### config.mk
export PLATFORM = sky130hd
export DESIGN_NAME = bus_break_unit
export DESIGN_NICKNAME = d
export VERILOG_FILES = /design/src/rtl/bbu_pkg.sv /design/src/rtl/bbu_regfile.sv /design/src/rtl/bbu_chan_match.sv /design/src/rtl/bbu_seq_ctrl.sv /design/src/rtl/bus_break_unit.sv
export SDC_FILE = /design/constraint.sdc
export NUM_CORES = 1
export LEC_CHECK = 0
export CORE_ASPECT_RATIO = 0.8
export CORE_MARGIN = 4
export CORE_UTILIZATION = 40
export CTS_BUF_LIST = sky130_fd_sc_hd__clkbuf_4
export DETAILED_ROUTE_END_ITERATION = 10
export REMOVE_ABC_BUFFERS = 1
export SYNTH_ARGS = -nofsm -noshare
export SYNTH_HDL_FRONTEND = slang
export SYNTH_SLANG_ARGS = --single-unit
### constraint.sdc
create_clock -name clk -period 18.95 [get_ports clk]
set_input_delay 3.79 -clock clk [delete_from_list [all_inputs] [get_ports clk]]
set_output_delay 3.79 -clock clk [all_outputs]
set_load 0.02 [all_outputs]
### src/rtl/bbu_pkg.sv
package bbu_pkg;

  typedef enum logic [1:0] {
    SZ_BYTE = 2'd0,
    SZ_WORD = 2'd1,
    SZ_LONG = 2'd2
  } acc_size_e;

  // channel configuration, enable in bit 0
  typedef struct packed {
    logic       anybus;
    logic       bus;
    logic [1:0] size_sel;
    logic       dcmp;
    logic       en;
  } chan_cfg_t;

  localparam int unsigned CFG_W     = 6;
  localparam int unsigned CH_STRIDE = 5;

  // offsets inside one channel's register group
  localparam logic [3:0] RO_ADDR = 4'd0;
  localparam logic [3:0] RO_AMSK = 4'd1;
  localparam logic [3:0] RO_DATA = 4'd2;
  localparam logic [3:0] RO_DMSK = 4'd3;
  localparam logic [3:0] RO_CFG  = 4'd4;

  localparam logic [3:0] RS_CTRL  = 4'd10;
  localparam logic [3:0] RS_COUNT = 4'd11;

endpackage

### src/rtl/bbu_regfile.sv
module bbu_regfile
  import bbu_pkg::*;
#(
  parameter int unsigned ADDR_W = 32,
  parameter int unsigned CNT_W  = 16,
  parameter int unsigned NCH    = 2
) (
  input  logic                          clk,
  input  logic                          rst_n,
  input  logic                          we,
  input  logic [3:0]                    sel,
  input  logic [31:0]                   wdata,
  output logic [NCH-1:0][ADDR_W-1:0]    ch_addr,
  output logic [NCH-1:0][ADDR_W-1:0]    ch_amsk,
  output logic [NCH-1:0][31:0]          ch_data,
  output logic [NCH-1:0][31:0]          ch_dmsk,
  output chan_cfg_t [NCH-1:0]           ch_cfg,
  output logic                          seq_mode,
  output logic                          cnt_mode,
  output logic                          cnt_load,
  output logic [CNT_W-1:0]              cnt_val
);

  for (genvar c = 0; c < NCH; c++) begin : g_ch
    localparam logic [3:0] BASE = 4'(c * CH_STRIDE);

    logic [ADDR_W-1:0] addr_q, amsk_q;
    logic [31:0]       data_q, dmsk_q;
    chan_cfg_t         cfg_q;
    logic              wr_addr, wr_amsk, wr_data, wr_dmsk, wr_cfg;

    always_comb begin
      wr_addr = we && (sel == BASE + RO_ADDR);
      wr_amsk = we && (sel == BASE + RO_AMSK);
      wr_data = we && (sel == BASE + RO_DATA);
      wr_dmsk = we && (sel == BASE + RO_DMSK);
      wr_cfg  = we && (sel == BASE + RO_CFG);
    end

    always_ff @(posedge clk or negedge rst_n) begin
      if (!rst_n) begin
        addr_q <= '0;
        amsk_q <= '0;
        data_q <= '0;
        dmsk_q <= '0;
        cfg_q  <= '0;
      end else begin
        if (wr_addr) addr_q <= wdata[ADDR_W-1:0];
        if (wr_amsk) amsk_q <= wdata[ADDR_W-1:0];
        if (wr_data) data_q <= wdata;
        if (wr_dmsk) dmsk_q <= wdata;
        if (wr_cfg)  cfg_q  <= chan_cfg_t'(wdata[CFG_W-1:0]);
      end
    end

    assign ch_addr[c] = addr_q;
    assign ch_amsk[c] = amsk_q;
    assign ch_data[c] = data_q;
    assign ch_dmsk[c] = dmsk_q;
    assign ch_cfg[c]  = cfg_q;
  end

  logic wr_ctrl;
  logic seq_q, cntm_q;

  always_comb begin
    wr_ctrl  = we && (sel == RS_CTRL);
    cnt_load = we && (sel == RS_COUNT);
    cnt_val  = wdata[CNT_W-1:0];
  end

  always_ff @(posedge clk or negedge rst_n) begin
    if (!rst_n) begin
      seq_q  <= 1'b0;
      cntm_q <= 1'b0;
    end else if (wr_ctrl) begin
      seq_q  <= wdata[0];
      cntm_q <= wdata[1];
    end
  end

  assign seq_mode = seq_q;
  assign cnt_mode = cntm_q;

endmodule

### src/rtl/bbu_chan_match.sv
module bbu_chan_match
  import bbu_pkg::*;
#(
  parameter int unsigned ADDR_W = 32
) (
  input  chan_cfg_t         cfg,
  input  logic [ADDR_W-1:0] prog_addr,
  input  logic [ADDR_W-1:0] prog_amsk,
  input  logic [31:0]       prog_data,
  input  logic [31:0]       prog_dmsk,
  input  logic              mon_valid,
  input  logic [ADDR_W-1:0] mon_addr,
  input  logic [31:0]       mon_data,
  input  logic [1:0]        mon_size,
  input  logic              mon_bus,
  output logic              hit
);

  logic [ADDR_W-1:0] align;
  logic [31:0]       act, expv, ign;
  logic [7:0]        lane_b, exp_b, msk_b;
  logic [15:0]       lane_w;
  logic              addr_ok, size_ok, bus_ok, data_ok;

  always_comb begin
    unique case (mon_size)
      SZ_BYTE: align = '0;
      SZ_WORD: align = ADDR_W'(2'b01);
      default: align = ADDR_W'(2'b11);
    endcase
    addr_ok = ((mon_addr ^ prog_addr) & ~(prog_amsk | align)) == '0;
    size_ok = (cfg.size_sel == 2'd0) || (cfg.size_sel == mon_size + 2'd1);
    bus_ok  = cfg.anybus || (cfg.bus == mon_bus);

    unique case (mon_addr[1:0])
      2'd0:    lane_b = mon_data[7:0];
      2'd1:    lane_b = mon_data[15:8];
      2'd2:    lane_b = mon_data[23:16];
      default: lane_b = mon_data[31:24];
    endcase
    exp_b  = mon_addr[0] ? prog_data[15:8] : prog_data[7:0];
    msk_b  = mon_addr[0] ? prog_dmsk[15:8] : prog_dmsk[7:0];
    lane_w = mon_addr[1] ? mon_data[31:16] : mon_data[15:0];

    unique case (mon_size)
      SZ_BYTE: begin
        act  = {24'h0, lane_b};
        expv = {24'h0, exp_b};
        ign  = {24'hFF_FFFF, msk_b};
      end
      SZ_WORD: begin
        act  = {16'h0, lane_w};
        expv = {16'h0, prog_data[15:0]};
        ign  = {16'hFFFF, prog_dmsk[15:0]};
      end
      default: begin
        act  = mon_data;
        expv = prog_data;
        ign  = prog_dmsk;
      end
    endcase
    data_ok = !cfg.dcmp || (((act ^ expv) & ~ign) == 32'h0);

    hit = mon_valid && cfg.en && addr_ok && size_ok && bus_ok && data_ok;
  end

endmodule

### src/rtl/bbu_seq_ctrl.sv
module bbu_seq_ctrl #(
  parameter int unsigned ADDR_W = 32,
  parameter int unsigned CNT_W  = 16
) (
  input  logic              clk,
  input  logic              rst_n,
  input  logic              mon_valid,
  input  logic [ADDR_W-1:0] mon_addr,
  input  logic              hit_a,
  input  logic              hit_b,
  input  logic              seq_mode,
  input  logic              cnt_mode,
  input  logic              cnt_load,
  input  logic [CNT_W-1:0]  cnt_val,
  output logic              brk_req,
  output logic [ADDR_W-1:0] brk_addr
);

  logic              armed_q, armed_d;
  logic [CNT_W-1:0]  cnt_q, cnt_d;
  logic              brk_q, brk_d;
  logic [ADDR_W-1:0] addr_q;
  logic              b_evt, cnt_fire, a_brk, b_brk;

  always_comb begin
    b_evt    = seq_mode ? (hit_b && !hit_a && armed_q) : hit_b;
    cnt_fire = !cnt_mode || (cnt_q <= CNT_W'(1));
    b_brk    = b_evt && cnt_fire;
    a_brk    = !seq_mode && hit_a;
    brk_d    = a_brk || b_brk;

    if (!seq_mode)  armed_d = 1'b0;
    else if (b_brk) armed_d = 1'b0;
    else if (hit_a) armed_d = 1'b1;
    else            armed_d = armed_q;

    if (cnt_load)                                        cnt_d = cnt_val;
    else if (cnt_mode && b_evt && (cnt_q > CNT_W'(1)))   cnt_d = cnt_q - CNT_W'(1);
    else                                                 cnt_d = cnt_q;
  end

  always_ff @(posedge clk or negedge rst_n) begin
    if (!rst_n) begin
      armed_q <= 1'b0;
      cnt_q   <= '0;
      brk_q   <= 1'b0;
      addr_q  <= '0;
    end else begin
      armed_q <= armed_d;
      cnt_q   <= cnt_d;
      brk_q   <= brk_d;
      if (brk_d) addr_q <= mon_addr;
    end
  end

  assign brk_req  = brk_q;
  assign brk_addr = addr_q;

  a_r6_needs_valid: assert property (@(posedge clk) disable iff (!rst_n)
    brk_req |-> $past(mon_valid));

  a_r6_addr_capture: assert property (@(posedge clk) disable iff (!rst_n)
    brk_req |-> (brk_addr == $past(mon_addr)));

  a_r8_break_needs_arm: assert property (@(posedge clk) disable iff (!rst_n)
    (brk_req && $past(seq_mode)) |-> $past(armed_q));

  a_r9_no_simultaneous: assert property (@(posedge clk) disable iff (!rst_n)
    (seq_mode && hit_a && hit_b) |=> !brk_req);

  a_r10_disarm: assert property (@(posedge clk) disable iff (!rst_n)
    !seq_mode |=> !armed_q);

  a_r11_count_holds: assert property (@(posedge clk) disable iff (!rst_n)
    (cnt_mode && !hit_a && hit_b && (cnt_q > CNT_W'(1))) |=> !brk_req);

endmodule

### src/rtl/bus_break_unit.sv
module bus_break_unit
  import bbu_pkg::*;
#(
  parameter int unsigned ADDR_W = 32,
  parameter int unsigned CNT_W  = 16
) (
  input  logic              clk,
  input  logic              rst_n,
  input  logic              reg_we,
  input  logic [3:0]        reg_sel,
  input  logic [31:0]       reg_wdata,
  input  logic              mon_valid,
  input  logic [ADDR_W-1:0] mon_addr,
  input  logic [31:0]       mon_data,
  input  logic [1:0]        mon_size,
  input  logic              mon_bus,
  output logic              brk_req,
  output logic [ADDR_W-1:0] brk_addr
);

  localparam int unsigned NCH = 2;

  logic rst_meta, rst_sync_n;

  always_ff @(posedge clk or negedge rst_n) begin
    if (!rst_n) begin
      rst_meta   <= 1'b0;
      rst_sync_n <= 1'b0;
    end else begin
      rst_meta   <= 1'b1;
      rst_sync_n <= rst_meta;
    end
  end

  logic [NCH-1:0][ADDR_W-1:0] ch_addr, ch_amsk;
  logic [NCH-1:0][31:0]       ch_data, ch_dmsk;
  chan_cfg_t [NCH-1:0]        ch_cfg;
  logic                       seq_mode, cnt_mode, cnt_load;
  logic [CNT_W-1:0]           cnt_val;
  logic [NCH-1:0]             hit;

  bbu_regfile #(.ADDR_W(ADDR_W), .CNT_W(CNT_W), .NCH(NCH)) u_regs (
    .clk      (clk),
    .rst_n    (rst_sync_n),
    .we       (reg_we),
    .sel      (reg_sel),
    .wdata    (reg_wdata),
    .ch_addr  (ch_addr),
    .ch_amsk  (ch_amsk),
    .ch_data  (ch_data),
    .ch_dmsk  (ch_dmsk),
    .ch_cfg   (ch_cfg),
    .seq_mode (seq_mode),
    .cnt_mode (cnt_mode),
    .cnt_load (cnt_load),
    .cnt_val  (cnt_val)
  );

  for (genvar c = 0; c < NCH; c++) begin : g_match
    bbu_chan_match #(.ADDR_W(ADDR_W)) u_match (
      .cfg       (ch_cfg[c]),
      .prog_addr (ch_addr[c]),
      .prog_amsk (ch_amsk[c]),
      .prog_data (ch_data[c]),
      .prog_dmsk (ch_dmsk[c]),
      .mon_valid (mon_valid),
      .mon_addr  (mon_addr),
      .mon_data  (mon_data),
      .mon_size  (mon_size),
      .mon_bus   (mon_bus),
      .hit       (hit[c])
    );
  end

  bbu_seq_ctrl #(.ADDR_W(ADDR_W), .CNT_W(CNT_W)) u_seq (
    .clk       (clk),
    .rst_n     (rst_sync_n),
    .mon_valid (mon_valid),
    .mon_addr  (mon_addr),
    .hit_a     (hit[0]),
    .hit_b     (hit[1]),
    .seq_mode  (seq_mode),
    .cnt_mode  (cnt_mode),
    .cnt_load  (cnt_load),
    .cnt_val   (cnt_val),
    .brk_req   (brk_req),
    .brk_addr  (brk_addr)
  );

endmodule

==> run metrics, run 1 <==
run status=finished, final reports clean; Die Y=185 um; Flop pwr share=48.2%; die area=0.0423 mm^2; Site Rows=64; Total GRT Usage=22.1%; crit path capture type=flip-flop; Die W=229 um; Final Power=1.95 mW; Final Cycle Share=46.3%; Synth Area in XOR/XNOR=8.42%; Num CTS Buffers=83; Commonest cells post-synth=dfrtp_1, mux2_2, xnor2_1; share of layout cells above drive strength 1=31.5%; Comb power frac=22.3%; register area share after synthesis=51.6%; Sw Pwr=0.601 mW; top-count cell post-synth=dfrtp_1; portion of netlist area occupied by mux cells=23.2%; PD cells=106 mW/mm^2; Starting DRT DRC Count=697; Ys Warns=0; Hold Buf Count CTS=0; core area=0.0384 mm^2; H-Tree Depth=3; wire per inst=23.5 um; Net Sw Frac=30.8%; largest family of logic cells by synthesized area=multiplexers; Simple-Gate Fraction of Synth Area=6.87%; CP Launch Type=input port; Post-CTS Setup Bufs=0; fmax=0.114 GHz; post-cts gate resize count=0; Setup Skew=0.0582 ns; post-DP HPWL=32500 um; Synth Area in Adders=0.401%; worst-path fanout max=32; first-pass GRT wire length=70300 um; worst endpoint required time=19.58 ns; post-route setup TNS=0 ns; num ports=140; Compound-Gate Fraction of Synth Area=7.47%; CTS tree=built; fillers=3491; vias in the first global route=11067; ys async rst share=100%; DRC=0; post-synth top area share=51.6%; Via-to-Cell Ratio=5.52; Distinct cells, synth=63; Initial Util=40.7%; TritonRoute pass-1 iters=5; Hold Vio Cnt, Final=0; Worst Hold Class=reg -> reg; ys flop type=dfrtp_1; Clk Tree Root Cell=clkbuf_4; syn_area_per_cell=12.6 um^2; Routed WL=46300 um; number of flops mapped to enable cells by yosys=0; port buffer count=139; max_cap viols=0; DRT antenna net count=0; Setup WS pre-CTS=9.33 ns; largest net degree at the start of global routing=77; Finish-stage setup viols=0; initial antenna violation count=4; Clock power frac=29.6%; Slew Limit Fails=0; final worst slack=10.17 ns; Post-Syn Instances=1239; Leakage=7.89 nW; clk_lat worst skew=0.78 ns; Int Pwr=1.35 mW; Clk pin slew, worst setup/hold paths=0.07 ns; cell accounting for the most synthesized area=dfrtp_1; Congestion Overflow GR=0; clock sinks=322; VDD IR max=0.0414 mV; critical path data arrival time=9.42 ns; CTS max path bufs=3; RSZ-0062 raised after global routing=false; P&R area growth vs syn=18.4%; worst-margin pin slew=1.26 ns; fin crit period=8.78 ns; fin nets=1532; kind of critical path=in -> reg; post-synthesis register bit count=322; Synth Cell Area=0.0156 mm^2; Synth area leaders=dfrtp_1, mux2_2, xnor2_1; gp weighted congestion=0.950; Vias=10855; Rel. slew slack=15.7%
-- power by group through the flow --
stage	combinational (mW)	clock [mW]	sequential [mW]
5_1_grt	0.477	0.637	0.958
4_1_cts	0.436	0.599	0.941
2_1_floorplan	0.300	0	0.922
3_5_place_dp	0.434	0	0.953
3_3_place_gp	0.427	0	0.947
6_report	0.435	0.577	0.941
-- layer usage --
layer  vias to the layer above  global-route usage [%]  share of wire (%)
li1                       4903                       -                  -
met1                      5529                    32.5                 48
met2                       355                    32.6                 43
met3                        66                    5.59                6.2
met4                         2                    5.84                2.1
met5                         -                       0              0.028
-- cell usage in the layout (no fill, tap or decap), types with 31 or more instances in the layout --
master / synthesis / routed
xnor2_1: 105 / 105
nand2_1: 48 / 48
nor2_1: 43 / 41
o22ai_1: 64 / 64
clkdlybuf4s50_1: 0 / 139
clkbuf_4: 0 / 122
dfrtp_1: 322 / 321
xor2_1: 45 / 45
mux2_2: 267 / 267
a22oi_1: 31 / 31
-- worst paths after layout --
kind                                            from                 end  slack (ns)  cells past startpoint
setup / recovery                         mon_size[1]  u_seq.brk_addr[27]       10.17                     14
hold / removal                              rst_meta          rst_sync_n        0.35                      0
setup reg to reg           u_regs.g_ch[0].data_q[17]  u_seq.brk_addr[27]       14.59                     10
hold reg to reg                             rst_meta          rst_sync_n        0.35                      0
max in group asynchronous                      rst_n          rst_sync_n       15.62                      1
min in group asynchronous                 rst_sync_n  u_seq.brk_addr[14]        0.36                      0
-- state kept, by name (all words and copies together) (netlist names) --
register / flops
u_regs.g_ch.dmsk_q: 64
u_regs.g_ch.data_q: 64
u_regs.seq_mode: 1
u_regs.g_ch.addr_q: 64
u_regs.g_ch.amsk_q: 64
u_seq.brk_addr: 32
rst_meta: 1
u_regs.ch_cfg: 12
u_seq.brk_req: 1
u_seq.armed_q: 1
u_regs.cnt_mode: 1
rst_sync_n: 1
u_seq.cnt_q: 16
-- cell type report --
cell class | instances | area, um^2 | area share (%)
Clock inverter | 14 | 61.3 | 0.332
Antenna cell | 2 | 5.00 | 0.0271
Tap cell | 495 | 619 | 3.35
Inverter | 13 | 48.8 | 0.264
Timing Repair Buffer | 154 | 1500 | 8.14
Sequential cell | 322 | 8060 | 43.6
Clock buffer | 122 | 916 | 4.95
Multi-Input combinational cell | 846 | 7270 | 39.3
-- cell families (layout without fill, tap and decap cells) --
logic type	count (synthesis)	in the layout
DFF	322	322
muxes	313	313
and+or+nand+nor	204	204
AOI/OAI and AO/OA	173	173
xor gates and xnor gates	150	150
buffers and inverters	71	303
adders and majority gates	5	5
other	1	3
-- per-stage QoR --
step	hold slack [ns]	std cells	utilization (%)	cell area [um^2]
floorplan	0.331	1181	-	15300
global placement	0.340	1830	45.6	17500
detailed placement	0.335	1830	45.6	17500
CTS	0.351	1966	48.2	18500
global route	0.371	1968	48.2	18500
finish	0.349	1968	48.2	18500
-- worst max-delay path, stage by stage --
cell	delay, ns
clkdlybuf4s50_1	0.75
inv_1	0.32
ha_1	0.58
and2_1	0.21
buf_4	0.32
nand2b_1	0.67
a22oi_1	0.41
xor2_1	0.25
o22ai_1	0.12
nor4_1	0.41
a21oi_2	0.31
a21bo_2	0.28
buf_4	0.57
mux2_2	0.40
Power figures use the tool's default switching activity.
==> run 2: changes to the inputs <==
==> constraint.sdc (replaced) <==
create_clock -name clk -period 7.7 [get_ports clk]
set_input_delay 1.54 -clock clk [delete_from_list [all_inputs] [get_ports clk]]
set_output_delay 1.54 -clock clk [all_outputs]
set_load 0.02 [all_outputs]
==> run 2 against run 1 <==
Against the previous run:
- the flow now finishes with violations (max-capacitance violations)
- first-iteration DRC count decreased by 5.3%
- register-to-register slack got worse by 11 ns
- wire length decreased by 0.44%
- design area increased by 0.64%
- critical path depth increased by 1
- global-route usage decreased by 0.19 points
- flip-flop and latch count unchanged
- largest cell class unchanged
- highest routed layer unchanged
==> run metrics, run 2 (synthesized netlist as in run 1, its figures left out) <==
non-filler instance count after layout=1977 (+0.46%); Die Y=185 um (unchanged); Clk Tree Root Cell=clkbuf_4; wire per inst=23.3 um (-0.90%); Post-CTS Setup Bufs=0 (unchanged); Final Cycle Share=74.8%; critical path data arrival time=6.37 ns (-3.05 ns); DRT antenna net count=0 (unchanged); dpl cell area=0.0176 mm^2 (+0.39%); worst endpoint required time=8.31 ns (-11.27 ns); Clk pin slew, worst setup/hold paths=0.07 ns (about the same); gp weighted congestion=0.889 (-6.4%); Vias=10772 (-0.76%); Die W=229 um (unchanged); num ports=140 (unchanged); worst path cell trace=clkdlybuf4s50_1 -> buf_4 -> inv_1 -> ha_1 -> nand2_1 -> a21oi_1 -> o22ai_1 -> xor2_1 -> o22ai_1 -> nor4_1 -> a21oi_1 -> buf_4 -> a21bo_2 -> buf_12 -> mux2_2; fillers=3528 (+1.1%); fin crit period=5.76 ns; VDD IR max=0.101 mV (+140%); final core utilization=48.5% (+0.31 points); worst-path fanout max=21 (-34%); post-DP HPWL=32200 um (-0.84%); TritonRoute pass-1 iters=7 (+2); share of layout cells above drive strength 1=31.9% (+0.42 points); H-Tree Depth=3 (unchanged); fmax=0.174 GHz; buffers and inverters on the worst path=5 (+1); PD cells=261 mW/mm^2 (+150%); CP Launch Type=input port; Rel. slew slack=1.43% (-14 points); Congestion Overflow GR=0 (unchanged); Finish-stage setup viols=0 (unchanged); Routed WL=46100 um (-0.44%); run status=finished with violations; CTS max path bufs=3 (unchanged); Num CTS Buffers=83 (unchanged); Hold Buf Count CTS=0 (unchanged); Initial Util=40.7% (unchanged); worst-margin pin slew=1.47 ns (+0.204 ns); design area=0.0186 mm^2 (+0.64%); Slew Limit Fails=0 (unchanged); Max stage delay on crit path=0.60 ns (-0.15 ns); Hold Vio Cnt, Final=0 (unchanged); largest delay contributor family on the critical path=buffers and inverters; clk_lat worst skew=0.75 ns (-0.03 ns); fin nets=1538 (+0.39%); die area=0.0423 mm^2 (unchanged); clock sinks=322 (unchanged); crit path capture type=flip-flop; P&R area growth vs syn=19.2%; initial antenna violation count=3 (-1); largest net degree at the start of global routing=180 (+130%); Site Rows=64 (unchanged); max_cap viols=1 (+1); slowest CP cell=nand2_1; Min Hold Slack=0.347 ns (-0.00165 ns); multi-input logic area=0.00727 mm^2 (about the same); commonest non-fill, non-tap cell in the layout=dfrtp_1; Setup Skew=0.0491 ns (-0.00913 ns); first-pass GRT wire length=69700 um (-0.87%); vias in the first global route=11213 (+1.3%); Seq. cell area=0.00806 mm^2 (unchanged); most frequent cells in the layout=dfrtp_1, mux2_2, clkdlybuf4s50_1; RSZ-0062 raised after global routing=false; Via-to-Cell Ratio=5.45 (-1.2%); kind of critical path=in -> reg; Total GRT Usage=21.9% (-0.19 points); CTS tree=built; Leakage=7.96 nW (+0.95%); post-cts gate resize count=0 (unchanged); port buffer count=139 (unchanged); Worst Hold Class=reg -> reg; failing checks=max-capacitance violations; placed insts=1836 (+0.33%); DRC=0 (unchanged); Starting DRT DRC Count=660 (-5.3%); core area=0.0384 mm^2 (unchanged)
[run 2: cell count changes in the layout (fill, tap and decap cells not counted), moves of 2 or more]
| cell | change |
|---|---|
| clkbuf_4 | +5 |
| buf_12 | +2 |
| buf_4 | +4 |
| clkinvlp_4 | -2 |
[run 2: stage by stage]
| stage | worst slack, ns | TNS, ns | total power, mW |
|---|---|---|---|
| floorplan | -1.94 | -620.36 | 3.01 |
| global placement | 1.40 | 0 | 3.40 |
| detailed placement | 1.37 | 0 | 3.42 |
| CTS | 2.19 | 0 | 4.93 |
| global route | 1.83 | 0 | 5.16 |
| finish | 1.94 | 0 | 4.86 |
[run 2: where the power goes]
| part | switching, mW | internal [mW] | leakage (nW) |
|---|---|---|---|
| Clock | 0.691 | 0.777 | 0.621 |
| Sequential | 0.256 | 2.04 | 4.01 |
| Combinational | 0.523 | 0.576 | 3.33 |
[run 2: final cells by class]
class,count,share of cell area (%)
flip-flops and latches,322,43.3
multi-input cells,846,39.1
repair buffers,160,8.46
clock buffers,127,5.12
well taps,495,3.33
clock inverters,12,0.410
inverters,13,0.262
diodes,2,0.0269
[run 2: metal layers]
metal | track usage, % | vias up | share of wire, %
met3 | 5.69 | 63 | 5.4
met1 | 31.4 | 5492 | 49
met5 | 0 | - | 0.024
li1 | - | 4922 | -
met2 | 32.4 | 293 | 43
met4 | 7.30 | 2 | 2.8
[run 2: final timing paths]
kind                                           start                 end  slack [ns]  cells after the start
setup / recovery                         mon_size[1]  u_seq.brk_addr[27]        1.94                     15
hold / removal                              rst_meta          rst_sync_n        0.35                      0
setup reg to reg           u_regs.g_ch[0].data_q[17]  u_seq.brk_addr[27]        3.31                     11
hold reg to reg                             rst_meta          rst_sync_n        0.35                      0
max in group asynchronous                 rst_sync_n  u_seq.brk_addr[30]        5.71                      1
min in group asynchronous                 rst_sync_n  u_seq.brk_addr[15]        0.43                      0
==> run 3: changes to the inputs <==
==> constraint.sdc (replaced) <==
create_clock -name clk -period 5 [get_ports clk]
set_input_delay 1 -clock clk [delete_from_list [all_inputs] [get_ports clk]]
set_output_delay 1 -clock clk [all_outputs]
set_load 0.02 [all_outputs]
==> run 3 against run 2 <==
Against the previous run:
- the flow now finishes without violations
- register-to-register slack worse by 2.1 ns
- non-clock buffer count up 70
- sequential share of layout area down 1.4 points
- combinational power up 61%
- clock skew up 0.0055 ns
- critical endpoint unchanged
- design area up 3.2%
==> run metrics, run 3 (synthesized netlist as in run 1, its figures left out) <==
R2R Path End=u_seq.brk_addr[27]; CTS tree=built; H-Tree Depth=3 (unchanged); Setup Skew=0.0545 ns (+0.00546 ns); Die W=229 um (unchanged); CP Launch Type=input port; Levels on crit path=15 (unchanged); Critical Path Start=mon_size[0]; Worst Hold Class=reg -> async; CTS max path bufs=3 (unchanged); crit path capture=u_seq.brk_addr[27]; Congestion Overflow GR=0 (unchanged); Leakage=8.33 nW (+4.6%); Starting DRT DRC Count=744 (+13%); run status=finished, final reports clean; max_cap viols=0 (-1); share of layout cells above drive strength 1=35.1% (+3.2 points); TritonRoute pass-1 iters=4 (-3); Post-CTS Setup Bufs=0 (unchanged); commonest non-fill, non-tap cell in the layout=dfrtp_1; Total GRT Usage=22.5% (+0.64 points); port buffer count=139 (unchanged); num ports=140 (unchanged); worst endpoint required time=5.62 ns (-2.69 ns); kind of critical path=in -> reg; Finish-stage setup viols=0 (unchanged); Initial Util=40.7% (unchanged); first-pass GRT wire length=71700 um (+2.8%); post-cts gate resize count=0 (unchanged); cell mode on critical path=buf_4; Rel. slew slack=19.9% (+19 points); Num CTS Buffers=85 (+2.4%); core area=0.0384 mm^2 (unchanged); post-DP HPWL=33800 um (+5.0%); Slew Limit Fails=0 (unchanged); vias in the first global route=11534 (+2.9%); worst-margin pin slew=1.20 ns (-0.264 ns); r2r setup slk=1.21 ns (-2.10 ns); P&R area growth vs syn=23.0%; worst path cell trace=clkdlybuf4s50_1 -> inv_1 -> ha_1 -> buf_4 -> buf_4 -> nor2_1 -> buf_4 -> nor3_1 -> a2111o_1 -> nor4_1 -> o2111a_1 -> a21oi_1 -> a21bo_2 -> buf_12 -> mux2_2; Die Y=185 um (unchanged); Reg-to-Reg Start=u_regs.g_ch[0].addr_q[3]; Vias=11065 (+2.7%); Final Cycle Share=92.6%; worst-path fanout max=19 (-9.5%); clock sinks=322 (unchanged); Hold Buf Count CTS=0 (unchanged); buffers and inverters on the worst path=6 (+1); path depth of the worst reg2reg path=10 (-1); PD cells=396 mW/mm^2 (+52%); RSZ-0062 raised after global routing=false; slowest CP cell=nor4_1; gp weighted congestion=0.972 (+9.3%); VDD IR max=0.141 mV (+39%); most frequent cells in the layout=dfrtp_1, mux2_2, clkdlybuf4s50_1; Max stage delay on crit path=0.75 ns (+0.15 ns); Clk pin slew, worst setup/hold paths=0.07 ns (about the same); wire per inst=23.1 um (-0.98%); die area=0.0423 mm^2 (unchanged); largest net degree at the start of global routing=139 (-23%); Hold Vio Cnt, Final=0 (unchanged); fmax=0.216 GHz; DRC=0 (unchanged); non-filler instance count after layout=2056 (+4.0%); clk_lat worst skew=0.78 ns (+0.03 ns); Site Rows=64 (unchanged); Via-to-Cell Ratio=5.38 (-1.2%); largest delay contributor family on the critical path=buffers and inverters; initial antenna violation count=2 (-1); crit path capture type=flip-flop; placed insts=1906 (+3.8%); DRT antenna net count=0 (unchanged); Clk Tree Root Cell=clkbuf_4; Min Hold Slack=0.151 ns (-0.197 ns); fin nets=1610 (+4.7%); critical path data arrival time=5.25 ns (-1.12 ns); fin crit period=4.63 ns; Routed WL=47500 um (+3.0%)
-- run 3: cell types whose count changed in the layout (fill, tap and decap cells not counted), moves of 2 or more --
cell	previous run	this run
buf_4	19	86
clkinv_2	0	5
diode_2	2	4
clkinv_1	9	12
clkbuf_4	127	125
buf_12	2	5
-- run 3: worst min-delay path by stage --
stage                           from               to  slack [ns]  cells past startpoint
after floorplan             rst_meta       rst_sync_n        0.33                      0
after global placement    rst_sync_n   u_seq.cnt_q[2]        0.16                      0
after detailed placement  rst_sync_n  u_seq.cnt_q[10]        0.17                      0
after CTS                 rst_sync_n  u_seq.cnt_q[10]        0.17                      0
after global routing      rst_sync_n  u_seq.cnt_q[10]        0.17                      0
final                     rst_sync_n  u_seq.cnt_q[10]        0.15                      0
-- run 3: power by group --
group	switching (mW)	leakage [nW]	internal [mW]
clock	1.11	0.636	1.19
sequential	0.399	4.01	3.14
combinational	0.827	3.68	0.943
-- run 3: final cells by class --
class / count / area, um^2
Antenna cell: 4 / 10.0
Clock buffer: 125 / 938
Clock inverter: 21 / 115
Fill cell: 3438 / 19200
Inverter: 13 / 48.8
Multi-Input combinational cell: 846 / 7270
Sequential cell: 322 / 8060
Tap cell: 495 / 619
Timing Repair Buffer: 230 / 2140
-- run 3: stage by stage --
step / setup TNS [ns] / total power [mW] / setup WS (ns) / utilization [%] / cell area [um^2]
3_5_place_dp: -14.19 / 5.34 / -0.447 / 47.3 / 18100
6_report: 0 / 7.61 / 0.372 / 50.1 / 19200
2_1_floorplan: -1492.93 / 4.63 / -4.64 / - / 15300
4_1_cts: 0 / 7.69 / 0.392 / 50.0 / 19200
3_3_place_gp: -16.68 / 5.31 / -0.452 / 47.3 / 18100
5_1_grt: 0 / 8.06 / 0.370 / 50.1 / 19200
-- run 3: layer usage --
metal | track usage, % | wire length [um]
met5 | 0 | 0
met4 | 6.40 | 1150
met3 | 6.23 | 2870
met2 | 33.4 | 20400
met1 | 32.5 | 23100
-- run 3: worst register-to-register path: stages (launching register included) --
cell      delay (ns)
dfrtp_1         0.38
xnor2_1         0.38
nor2_1          0.14
or3_1           0.38
a2111o_1        0.29
nor4_1          0.75
o2111a_1        0.34
a21oi_1         0.10
a21bo_2         0.30
buf_12          0.21
mux2_2          0.41
